<file path="config.mk">
export PLATFORM = sky130hd
export DESIGN_NAME = charge_net_resolver
export DESIGN_NICKNAME = d
export VERILOG_FILES = /design/src/rtl/cnr_pkg.sv /design/src/rtl/driver_resolver.sv /design/src/rtl/charge_cell.sv /design/src/rtl/charge_net_resolver.sv
export SDC_FILE = /design/constraint.sdc
export NUM_CORES = 1
export LEC_CHECK = 0
export BUFFER_PORTS_ARGS = -buffer_cell sky130_fd_sc_hd__buf_2
export CORE_MARGIN = 10
export CORE_UTILIZATION = 50
export CTS_BUF_LIST = sky130_fd_sc_hd__clkbuf_8
export DETAILED_ROUTE_END_ITERATION = 8
export GPL_ROUTABILITY_DRIVEN = 0
export PLACE_DENSITY = 0.76
export SLEW_MARGIN = 30
export SYNTH_ARGS = -nofsm -noshare
export SYNTH_HDL_FRONTEND = slang
export SYNTH_SLANG_ARGS = --single-unit
</file>
<file path="constraint.sdc">
create_clock -name clk -period 4.5 [get_ports clk]
set_input_delay 0.675 -clock clk [delete_from_list [all_inputs] [get_ports clk]]
set_output_delay 0.675 -clock clk [all_outputs]
set_load 0.01 [all_outputs]
</file>
<file path="src/rtl/cnr_pkg.sv">
package cnr_pkg;
  localparam int STR_W = 3;

  localparam logic [1:0] V_ZERO = 2'b00;
  localparam logic [1:0] V_ONE  = 2'b01;
  localparam logic [1:0] V_X    = 2'b10;

  localparam logic [2:0] RK_SMALL  = 3'd1;
  localparam logic [2:0] RK_MEDIUM = 3'd2;
  localparam logic [2:0] RK_WEAK   = 3'd3;
  localparam logic [2:0] RK_LARGE  = 3'd4;
  localparam logic [2:0] RK_PULL   = 3'd5;
  localparam logic [2:0] RK_STRONG = 3'd6;

  typedef enum logic [1:0] {
    ST_NEVER  = 2'd0,
    ST_DRIVEN = 2'd1,
    ST_HOLD   = 2'd2,
    ST_DECAY  = 2'd3
  } net_state_e;
endpackage

</file>
<file path="src/rtl/driver_resolver.sv">
module driver_resolver
  import cnr_pkg::*;
#(
  parameter int NDRV = 3
) (
  input  logic [NDRV-1:0]       act,
  input  logic [NDRV-1:0]       data,
  input  logic [NDRV*STR_W-1:0] str,
  output logic                  any_act,
  output logic [STR_W-1:0]      top_rank,
  output logic [1:0]            top_val
);
  logic saw0, saw1;

  always_comb begin
    top_rank = '0;
    for (int i = 0; i < NDRV; i++) begin
      if (act[i] && (str[i*STR_W +: STR_W] > top_rank)) top_rank = str[i*STR_W +: STR_W];
    end
    saw0 = 1'b0;
    saw1 = 1'b0;
    for (int i = 0; i < NDRV; i++) begin
      if (act[i] && (str[i*STR_W +: STR_W] == top_rank)) begin
        if (data[i]) saw1 = 1'b1;
        else         saw0 = 1'b0 | 1'b1;
      end
    end
    any_act = |act;
    if (saw0 && saw1) top_val = V_X;
    else if (saw1)    top_val = V_ONE;
    else              top_val = V_ZERO;
  end
endmodule

</file>
<file path="src/rtl/charge_cell.sv">
module charge_cell
  import cnr_pkg::*;
#(
  parameter logic [2:0] CAP_RANK     = RK_MEDIUM,
  parameter int         DECAY_CYCLES = 8
) (
  input  logic             clk,
  input  logic             rst,
  input  logic             any_act,
  input  logic [STR_W-1:0] top_rank,
  input  logic [1:0]       top_val,
  output logic [1:0]       val_q,
  output logic [STR_W-1:0] str_q,
  output net_state_e       state_q
);
  localparam int CNT_W = (DECAY_CYCLES < 2) ? 1 : $clog2(DECAY_CYCLES);

  logic charge_ok, cap_wins, window_done;

  assign charge_ok = (state_q == ST_DRIVEN) || (state_q == ST_HOLD);
  assign cap_wins  = charge_ok && (top_rank <= CAP_RANK);

  generate
    if (DECAY_CYCLES == 0) begin : gen_nodecay
      assign window_done = 1'b0;
    end else begin : gen_decay
      logic [CNT_W-1:0] cnt_q;
      always_ff @(posedge clk) begin
        if (rst || any_act || (state_q != ST_HOLD)) cnt_q <= '0;
        else                                         cnt_q <= cnt_q + 1'b1;
      end
      assign window_done = (state_q == ST_HOLD) && (cnt_q == CNT_W'(DECAY_CYCLES - 1));


      cnt_bound_chk: assert property (@(posedge clk) disable iff (rst)
        32'(cnt_q) < DECAY_CYCLES);
    end
  endgenerate

  always_ff @(posedge clk) begin
    if (rst) begin
      state_q <= ST_NEVER;
      val_q   <= V_X;
      str_q   <= CAP_RANK;
    end else if (any_act) begin
      state_q <= ST_DRIVEN;
      if (cap_wins) begin
        str_q <= CAP_RANK;
      end else begin
        val_q <= top_val;
        str_q <= top_rank;
      end
    end else begin
      str_q <= CAP_RANK;
      case (state_q)
        ST_DRIVEN: state_q <= ST_HOLD;
        ST_HOLD: if (window_done) begin
          state_q <= ST_DECAY;
          val_q   <= V_X;
        end
        default: state_q <= state_q;
      endcase
    end
  end


  never_exit_chk: assert property (@(posedge clk) disable iff (rst)
    (state_q != ST_NEVER) |=> (state_q != ST_NEVER));

  hold_str_chk: assert property (@(posedge clk) disable iff (rst)
    (state_q == ST_HOLD) |-> (str_q == CAP_RANK));

  act_drives_chk: assert property (@(posedge clk) disable iff (rst)
    any_act |=> (state_q == ST_DRIVEN));

  cap_holds_chk: assert property (@(posedge clk) disable iff (rst)
    (any_act && (state_q == ST_HOLD) && (top_rank <= CAP_RANK)) |=> $stable(val_q));

  decay_entry_chk: assert property (@(posedge clk) disable iff (rst)
    (!any_act && (state_q == ST_DECAY)) |=> ((state_q == ST_DECAY) && (val_q == V_X)));
endmodule

</file>
<file path="src/rtl/charge_net_resolver.sv">
module charge_net_resolver
  import cnr_pkg::*;
#(
  parameter int         WIDTH        = 4,
  parameter int         NDRV         = 3,
  parameter logic [2:0] CAP_RANK     = RK_MEDIUM,
  parameter int         DECAY_CYCLES = 8
) (
  input  logic                  clk,
  input  logic                  rst,
  input  logic [NDRV*WIDTH-1:0] drv_act,
  input  logic [NDRV*WIDTH-1:0] drv_data,
  input  logic [NDRV*3-1:0]     drv_str,
  output logic [2*WIDTH-1:0]    net_val,
  output logic [3*WIDTH-1:0]    net_str,
  output logic [2*WIDTH-1:0]    net_state
);
  generate
    for (genvar b = 0; b < WIDTH; b++) begin : gen_bit
      logic [NDRV-1:0]  b_act, b_data;
      logic             any_act;
      logic [STR_W-1:0] top_rank;
      logic [1:0]       top_val;
      net_state_e       st;

      for (genvar i = 0; i < NDRV; i++) begin : gen_tap
        assign b_act[i]  = drv_act[i*WIDTH + b];
        assign b_data[i] = drv_data[i*WIDTH + b];
      end

      driver_resolver #(.NDRV(NDRV)) i_res (
        .act(b_act), .data(b_data), .str(drv_str),
        .any_act(any_act), .top_rank(top_rank), .top_val(top_val)
      );

      charge_cell #(.CAP_RANK(CAP_RANK), .DECAY_CYCLES(DECAY_CYCLES)) i_cell (
        .clk(clk), .rst(rst), .any_act(any_act), .top_rank(top_rank), .top_val(top_val),
        .val_q(net_val[b*2 +: 2]), .str_q(net_str[b*3 +: 3]), .state_q(st)
      );
      assign net_state[b*2 +: 2] = st;
    end
  endgenerate
endmodule

</file>
==> results of run 1 <==
[cell families (layout without fill, tap and decap cells)]
| group | count (synthesis) | count (layout) | share of synthesized area, % |
|---|---|---|---|
| flops | 40 | 40 | 22.6 |
| compound gates | 134 | 134 | 27.4 |
| simple gates | 135 | 135 | 20.2 |
| fa+ha+maj | 36 | 36 | 12.7 |
| xor+xnor | 25 | 25 | 6.17 |
| buf+inv | 52 | 123 | 5.92 |
| mux | 14 | 14 | 5.15 |
[how the worst max path moves through the flow]
stage	startpoint	endpoint	slack, ns	depth (start not counted)
2_1_floorplan	drv_str[3]	gen_bit[2].i_cell.val_q[1]$_SDFFE_PP1P_	0.001	16
3_3_place_gp	drv_str[2]	gen_bit[0].i_cell.val_q[1]$_SDFFE_PP1P_	0.15	15
3_5_place_dp	drv_str[1]	gen_bit[0].i_cell.val_q[1]$_SDFFE_PP1P_	0.04	16
4_1_cts	drv_str[1]	gen_bit[0].i_cell.val_q[1]$_SDFFE_PP1P_	0.34	16
5_1_grt	drv_str[1]	gen_bit[1].i_cell.val_q[0]$_SDFFE_PP0P_	0.002	17
6_report	drv_str[1]	gen_bit[0].i_cell.val_q[1]$_SDFFE_PP1P_	0.33	16
[power by group]
group	leakage, nW	total, mW	switching, mW	internal [mW]
clock network	0.0593	0.289	0.126	0.162
logic	1.53	0.460	0.261	0.198
registers	0.328	0.386	0.00806	0.378
[state kept, by name (all words and copies together) (netlist names)]
name and flops:
gen_bit.i_cell.val_q 8, gen_bit.i_cell.str_q 12, gen_bit.i_cell.gen_decay.cnt_q 12, gen_bit.i_cell.state_q 8
[layout make-up]
type                            count  area, um2  share of cell area [%]
Timing Repair Buffer               82        460                    11.0
Inverter                           33        124                    2.97
Clock buffer                        5       68.8                    1.65
Sequential cell                    40        801                    19.2
Tap cell                           96        120                    2.88
Clock inverter                      3       38.8                   0.930
Multi-Input combinational cell    344       2560                    61.3
[metrics by stage]
step | instance area (um2) | power (mW) | worst slack (ns) | std cells | utilization [%]
final | 4170 | 1.13 | 0.334 | 603 | 61.1
after CTS | 4160 | 1.13 | 0.336 | 603 | 60.9
after detailed placement | 4050 | 0.844 | 0.0405 | 595 | 59.3
after global routing | 4170 | 1.21 | 0.00157 | 603 | 61.1
after global placement | 4050 | 0.830 | 0.149 | 595 | 59.3
after floorplan | 3560 | 0.709 | 0.00135 | 436 | -
[layout by cell type, fill, tap and decap left out, types with 4 or more instances in the layout]
| cell | Yosys | layout |
|---|---|---|
| o21ai_1 | 4 | 4 |
| o211ai_1 | 4 | 4 |
| and3_1 | 11 | 11 |
| nor2b_1 | 8 | 8 |
| nand2_1 | 27 | 27 |
| or3_1 | 4 | 4 |
| nor4_1 | 7 | 7 |
| a211oi_1 | 7 | 7 |
| nand3_1 | 14 | 14 |
| xnor2_1 | 22 | 22 |
| buf_4 | 0 | 20 |
| a31oi_1 | 9 | 9 |
| nand2b_1 | 6 | 6 |
| ha_1 | 36 | 36 |
| dfxtp_1 | 40 | 40 |
| buf_2 | 10 | 62 |
| mux2_2 | 5 | 5 |
| inv_1 | 32 | 33 |
| o31ai_1 | 8 | 7 |
| o21a_1 | 6 | 6 |
| o21ai_0 | 21 | 21 |
| nor3_1 | 10 | 10 |
| a21o_1 | 10 | 10 |
| mux2i_2 | 3 | 5 |
| a21oi_1 | 24 | 24 |
| nor2_1 | 24 | 24 |
| clkbuf_8 | 0 | 5 |
| o21bai_1 | 4 | 4 |
| and2_1 | 7 | 7 |
[routing by layer]
| layer | up-vias | GRT usage, % |
|---|---|---|
| met3 | 9 | 5.58 |
| met2 | 108 | 30.6 |
| met4 | 0 | 3.48 |
| li1 | 1759 | - |
| met5 | - | 0 |
| met1 | 1659 | 20.3 |
[worst max-delay path: stages]
cell      delay, ns
buf_2          0.20
and2_1         0.20
inv_1          0.07
ha_1           0.29
and3b_1        0.21
o211ai_4       0.28
mux2_2         0.40
ha_1           0.31
and3b_1        0.20
o211ai_4       0.24
nor2_1         0.06
a311oi_1       0.24
a21oi_1        0.06
or3_1          0.40
o221a_2        0.29
o311ai_1       0.24
==> impl_metrics.toml, run 1 <==
[worst_setup_path]
start_kind = "primary input"
critical_path_class = "in -> reg"
reg2reg_setup_slack_ns = 2.93
critPathMaxFanout = 9
reg2regPathDepth = 7
critPathArrivalTime_ns = 4.37
timing.rr.end = "gen_bit[3].i_cell.val_q[1]$_SDFFE_PP1P_"
rr_startpoint = "gen_bit[3].i_cell.state_q[0]$_SDFFE_PP0P_"
worst_ep_required_time_ns = 4.70
crit_path_end_kind = "register"

[global_route]
grt_pass1_vias = 3607
grt_overflow = 0
grt_max_degree = 30
gr-usage-all-layers_pct = 17.5
grt_first_pass_wirelength_um = 16600
antenna_found_initial = 0

[floorplan]
dieWidth_um = 104
start_util_pct = 52.0
fp-row-count = 30
core_um2 = 6830
dieArea_um2 = 10900
dieHeight_um = 104
ios = 63

[route]
wl_met2_um = 4610
vias = 3535
highest-signal-layer = "met4"
met1Wirelength_um = 4250
vias_per_cell = 5.86
drtIter0Drc = 162
dr_wl_met3_um = 745
wl_um = 9660
wl_per_cell_um = 16.0
ant_nets = 0
drc = 0
drtPass1Iterations = 4

[pwr]
peakVddDrop_mv = 0.174
p_leak_nw = 1.91
power_density_nw_per_um2 = 272

[worst_hold_path]
hold_class = "reg -> reg"
min_path_cells = 1
hold_path_startpoint = "gen_bit[0].i_cell.gen_decay.cnt_q[0]$_SDFF_PP0_"
hold_end = "gen_bit[0].i_cell.gen_decay.cnt_q[0]$_SDFF_PP0_"

[synth]
synth-seq-cells = 40
ys_top_cells_by_area = "dfxtp_1, ha_1, xnor2_1, a21oi_1, inv_1"
yosysMostFrequentCell = "dfxtp_1"
synth_flop_cell = "dfxtp_1"
syn_nets = 507
synth_top_area_cell = "dfxtp_1"
seq_area_frac_synth_pct = 22.6
yosys.area.top_type_share_pct = 22.6
synthesis.area_um2 = 3550
synth.avg_cell_area_um2 = 8.14
ys_warn_count = 0
synth_edf_count = 0
synth_common_cells = "dfxtp_1, ha_1, inv_1"
netlist_instances = 436
synthArstFlopShare_pct = 0
synth_cell_types = 69

[timing]
slew_violations = 0
rsz0062_at_grt = "false"
hold_violations = 0
hold_ws_ns = 0.419
post-route-period-util_pct = 92.6
setup_viol = 0
tightestPinTransition_ns = 0.630
max_freq_ghz = 0.240
slew_headroom_pct = 57.6
tns_ns = 0
period_needed_ns = 4.17
fin_skew_ns = 0.00218

[cells_and_area]
layout-drive-gt1-share_pct = 22.5
finalNetCount = 577
area_growth_pct = 17.6
fillers = 642
num_antenna_cells = 0

[clock_tree]
clkTransAtPathRegs_ns = 0.08
clock-sinks = 40
h-tree-depth = 2
clock_latency_ns = 0.29
tritoncts = "done"
cts_buffers = 5
postCtsSetupBuffers = 0
cts_root_buffer = "clkbuf_8"
cts.path.max_buffers = 2
hold_buffers = 0
cts.repair.resized = 0

[run]
drv_cap = 0

[place]
port_buffers = 62
dpl.hpwl_um = 7650

[status]
status = "completed"
(Power assumes the default switching activity.)
==> inputs of run 2 (changes only) <==
- CTS_BUF_LIST: sky130_fd_sc_hd__clkbuf_8 -> default
==> run 2 against run 1 <==
Sequential cell count is the same; global-route usage is the same; sequential share of layout area is the same; combinational power is essentially flat; worst hold slack is essentially flat; via count is essentially flat; non-clock buffer count is the same.
==> impl_metrics.toml, run 2 (synthesis results as in run 1) <==
[global_route]
gr-usage-all-layers_pct = 17.5
grt_overflow = 0
grt_pass1_vias = 3607
grt_max_degree = 30
antenna_found_initial = 0
grt_first_pass_wirelength_um = 16600

[worst_setup_path]
crit_path_end_kind = "register"
critical_path_class = "in -> reg"
worst_ep_required_time_ns = 4.70
critPathMaxFanout = 9
start_kind = "primary input"
critPathArrivalTime_ns = 4.37

[clock_tree]
postCtsSetupBuffers = 0
cts_buffers = 5
clock_latency_ns = 0.29
cts_root_buffer = "clkbuf_8"
hold_buffers = 0
tritoncts = "done"
clkTransAtPathRegs_ns = 0.08
clock-sinks = 40
h-tree-depth = 2
cts.path.max_buffers = 2
cts.repair.resized = 0

[route]
drc = 0
drtPass1Iterations = 4
wl_per_cell_um = 16.0
wl_um = 9670
vias_per_cell = 5.86
drtIter0Drc = 162
vias = 3536
ant_nets = 0

[pwr]
peakVddDrop_mv = 0.174
seqPwrFrac_pct = 34.0
p_leak_nw = 1.91
power_switching_mw = 0.395
p_int_mw = 0.741
p_comb_share_pct = 40.5
power_density_nw_per_um2 = 272
sw_frac_of_total_pct = 34.8
p_clk_share_pct = 25.6

[cells_and_area]
postLayoutCellArea_um2 = 4170
finalNetCount = 577
final_common_cell = "buf_2"
area_growth_pct = 17.6
multiInputGateArea_um2 = 2560
num_antenna_cells = 0
layout-drive-gt1-share_pct = 22.5
fillers = 642
largestRegisters = "gen_bit.i_cell.gen_decay.cnt_q x12, gen_bit.i_cell.str_q x12"
regArea_um2 = 801
layout_common_cells = "buf_2, dfxtp_1, ha_1, inv_1, nand2_1"

[place]
port_buffers = 62
placed_area_um2 = 4050
dpl.hpwl_um = 7650

[timing]
max_freq_ghz = 0.240
slew_violations = 0
post-route-period-util_pct = 92.7
rsz0062_at_grt = "false"
hold_ws_ns = 0.419
tightestPinTransition_ns = 0.633
fin_skew_ns = 0.00209
setup_viol = 0
slew_headroom_pct = 57.4
period_needed_ns = 4.17
hold_violations = 0
tns_ns = 0

[worst_hold_path]
hold_class = "reg -> reg"

[floorplan]
ios = 63
dieHeight_um = 104
core_um2 = 6830
fp-row-count = 30
dieWidth_um = 104
start_util_pct = 52.0
dieArea_um2 = 10900

[run]
drv_cap = 0

[status]
status = "completed"
## run 2: path summary, 6_finish.rpt
path | from | to | slack [ns] | cells after the start
worst max register to register | gen_bit[3].i_cell.state_q[0]$_SDFFE_PP0P_ | gen_bit[3].i_cell.val_q[1]$_SDFFE_PP1P_ | 2.92 | 7
worst min register to register | gen_bit[0].i_cell.gen_decay.cnt_q[0]$_SDFF_PP0_ | gen_bit[0].i_cell.gen_decay.cnt_q[0]$_SDFF_PP0_ | 0.42 | 1
worst min-delay path | gen_bit[0].i_cell.gen_decay.cnt_q[0]$_SDFF_PP0_ | gen_bit[0].i_cell.gen_decay.cnt_q[0]$_SDFF_PP0_ | 0.42 | 1
worst max-delay path | drv_str[1] | gen_bit[0].i_cell.val_q[1]$_SDFFE_PP1P_ | 0.33 | 16
## run 2: through the flow
step                cells  util [%]  power, mW  worst slack (ns)
floorplan             436         -      0.709           0.00135
detailed placement    595      59.3      0.844            0.0405
global route          603      61.1       1.22           0.00157
CTS                   603      60.9       1.14             0.336
finish                603      61.1       1.14             0.328
global placement      595      59.3      0.830             0.149
## run 2: worst max-delay path, stage by stage
cell and delay [ns]:
buf_2 0.20, and2_1 0.20, inv_1 0.07, ha_1 0.29, and3b_1 0.21, o211ai_4 0.28
mux2_2 0.40, ha_1 0.31, and3b_1 0.20, o211ai_4 0.25, nor2_1 0.06, a311oi_1 0.24
a21oi_1 0.06, or3_1 0.40, o221a_2 0.29, o311ai_1 0.24
## run 2: routing by layer
layer	track usage, %	part of all wire [%]	vias to the layer above
li1	-	-	1758
met1	20.3	44	1657
met2	30.6	48	110
met3	5.58	7.6	11
met4	3.48	0.67	0
met5	0	0	-
## run 2: area by class of cell
| type | count | area share (%) |
|---|---|---|
| clock buffers | 6 | 1.74 |
| clock inverters | 2 | 0.840 |
| repair buffers | 82 | 11.0 |
| inverters | 33 | 2.97 |
| well taps | 96 | 2.88 |
| flip-flops and latches | 40 | 19.2 |
| multi-input cells | 344 | 61.3 |
## run 2: power groups by stage
| stage | sequential, mW | combinational [mW] | clock (mW) |
|---|---|---|---|
| after floorplan | 0.408 | 0.301 | 0 |
| after CTS | 0.386 | 0.453 | 0.297 |
| final | 0.386 | 0.460 | 0.291 |
| after global routing | 0.390 | 0.510 | 0.317 |
| after global placement | 0.394 | 0.436 | 0 |
| after detailed placement | 0.394 | 0.450 | 0 |
==> inputs of run 3 (changes only) <==
- CORE_UTILIZATION: 50 -> 40
- PLACE_DENSITY: 0.76 -> 0.64
==> run 3 against run 2 <==
Maximum frequency decreased by 1.1%; cell count increased by 2.7%; cell area increased by 1.0%; core utilization decreased by 13 points; clock skew increased by 0.0040 ns; count of clock-buffer cells in the layout increased by 1; worst setup slack got worse by 0.047 ns; critical path type unchanged; largest power group unchanged; highest routed layer unchanged.
==> impl_metrics.toml, run 3 (synthesis results as in run 1) <==
[worst_setup_path]
critPathMaxFanout = 9
setup.worst_path.end = "gen_bit[0].i_cell.val_q[1]$_SDFFE_PP1P_"
start_kind = "primary input"
critical_path_class = "in -> reg"
reg2reg_setup_slack_ns = 2.83
slowest_stage = "mux2_2"
cpPeakStageDelay_ns = 0.40
rr_startpoint = "gen_bit[1].i_cell.state_q[0]$_SDFFE_PP0P_"
path_buf_inv = 3
path_cells = "buf_2 > and2_1 > inv_1 > ha_1 > and3b_1 > o211ai_4 > mux2_2 > ha_1 > and3b_1 > o211ai_4 > buf_4 > mux2i_2 > xnor2_1 > nand3_1 > o221a_2 > o311ai_1"
critPathArrivalTime_ns = 4.42
critPathTopFamily = "compound AO/OA/AOI/OAI gates"
worst_ep_required_time_ns = 4.70
crit_path_end_kind = "register"
timing.rr.end = "gen_bit[1].i_cell.val_q[1]$_SDFFE_PP1P_"
cp-startpoint = "drv_str[1]"
reg2regPathDepth = 5
path_depth = 16

[route]
drtIter0Drc = 253
vias = 3575
wl_per_cell_um = 16.3
wl_um = 10100
drc = 0
highest-signal-layer = "met4"
vias_per_cell = 5.78
drtPass1Iterations = 5
ant_nets = 0
met1Wirelength_um = 4610
wl_met2_um = 4640
dr_wl_met3_um = 681

[global_route]
antenna_found_initial = 0
grt_max_degree = 30
grt_overflow = 0
grt_pass1_vias = 3545
grt_first_pass_wirelength_um = 16800
gr-usage-all-layers_pct = 15.3

[clock_tree]
clock_latency_ns = 0.29
clock-sinks = 40
postCtsSetupBuffers = 0
tritoncts = "done"
cts_buffers = 5
h-tree-depth = 2
cts.path.max_buffers = 2
cts_root_buffer = "clkbuf_8"
clkTransAtPathRegs_ns = 0.08

[timing]
rsz0062_at_grt = "false"
max_freq_ghz = 0.237
tightestPinTransition_ns = 0.619
setup_viol = 0
hold_violations = 0
period_needed_ns = 4.22
slew_violations = 0
hold_ws_ns = 0.415
post-route-period-util_pct = 93.8
slew_headroom_pct = 58.4
fin_skew_ns = 0.00606
fin_ws_ns = 0.281

[cells_and_area]
layout-drive-gt1-share_pct = 23.3
layout_common_cells = "buf_2, dfxtp_1, ha_1, inv_1, nand2_1"
num_antenna_cells = 0
final_common_cell = "buf_2"
largestRegisters = "gen_bit.i_cell.gen_decay.cnt_q x12, gen_bit.i_cell.str_q x12"
postLayoutCellArea_um2 = 4220
fillers = 895
finalNetCount = 582
area_growth_pct = 18.8

[worst_hold_path]
hold_class = "reg -> reg"

[pwr]
peakVddDrop_mv = 0.171
p_leak_nw = 1.93
p_total_mw = 1.11
power_density_nw_per_um2 = 264

[floorplan]
dieHeight_um = 114
ios = 63
start_util_pct = 40.9
core_um2 = 8680
dieArea_um2 = 13000
fp-row-count = 34
dieWidth_um = 114

[status]
status = "completed"

[place]
place_ws_ns = -0.0430
port_buffers = 62
placed_area_um2 = 4100
dpl.hpwl_um = 8050

[run]
drv_cap = 0
==> run 3: what timing repair did <==
| item | CTS | global route |
|---|---|---|
| gates resized for setup | 0 | 2 |
| endpoints found under the setup margin | 0 | 3 |
| hold buffers | 0 | 0 |
==> run 3: area by class of cell <==
type / instances / area, um2 / share of cell area, %
Clock buffer: 7 / 96.3 / 2.29
Tap cell: 108 / 135 / 3.21
Multi-Input combinational cell: 344 / 2560 / 60.8
Sequential cell: 40 / 801 / 19.0
Inverter: 33 / 124 / 2.94
Timing Repair Buffer: 87 / 498 / 11.8
==> run 3: how the worst min path moves through the flow <==
stage / start / end / slack, ns / depth (start not counted)
after floorplan: gen_bit[0].i_cell.gen_decay.cnt_q[0]$_SDFF_PP0_ / gen_bit[0].i_cell.gen_decay.cnt_q[0]$_SDFF_PP0_ / 0.40 / 1
after global placement: gen_bit[3].i_cell.gen_decay.cnt_q[0]$_SDFF_PP0_ / gen_bit[3].i_cell.gen_decay.cnt_q[0]$_SDFF_PP0_ / 0.41 / 1
after detailed placement: gen_bit[3].i_cell.gen_decay.cnt_q[0]$_SDFF_PP0_ / gen_bit[3].i_cell.gen_decay.cnt_q[0]$_SDFF_PP0_ / 0.41 / 1
after CTS: gen_bit[3].i_cell.gen_decay.cnt_q[0]$_SDFF_PP0_ / gen_bit[3].i_cell.gen_decay.cnt_q[0]$_SDFF_PP0_ / 0.42 / 1
after global routing: gen_bit[3].i_cell.gen_decay.cnt_q[0]$_SDFF_PP0_ / gen_bit[3].i_cell.gen_decay.cnt_q[0]$_SDFF_PP0_ / 0.43 / 1
final: gen_bit[3].i_cell.gen_decay.cnt_q[0]$_SDFF_PP0_ / gen_bit[3].i_cell.gen_decay.cnt_q[0]$_SDFF_PP0_ / 0.42 / 1
==> run 3: per-stage QoR <==
step	cells	utilization, %	TNS (ns)
5_1_grt	619	48.6	0
4_1_cts	619	48.4	0
2_1_floorplan	436	-	0
3_5_place_dp	612	47.3	-0.0481
6_report	619	48.6	0
3_3_place_gp	612	47.3	0
==> run 3: power by group <==
part / switching (mW) / internal, mW / total (mW)
registers: 0.00808 / 0.378 / 0.386
clock network: 0.124 / 0.137 / 0.260
logic: 0.263 / 0.203 / 0.466
==> run 3: per-layer routing <==
| metal | track usage [%] | vias up |
|---|---|---|
| met1 | 19.4 | 1666 |
| met2 | 25.4 | 129 |
| met4 | 4.18 | 0 |
| met5 | 0 | - |
| li1 | - | 1763 |
| met3 | 3.62 | 17 |
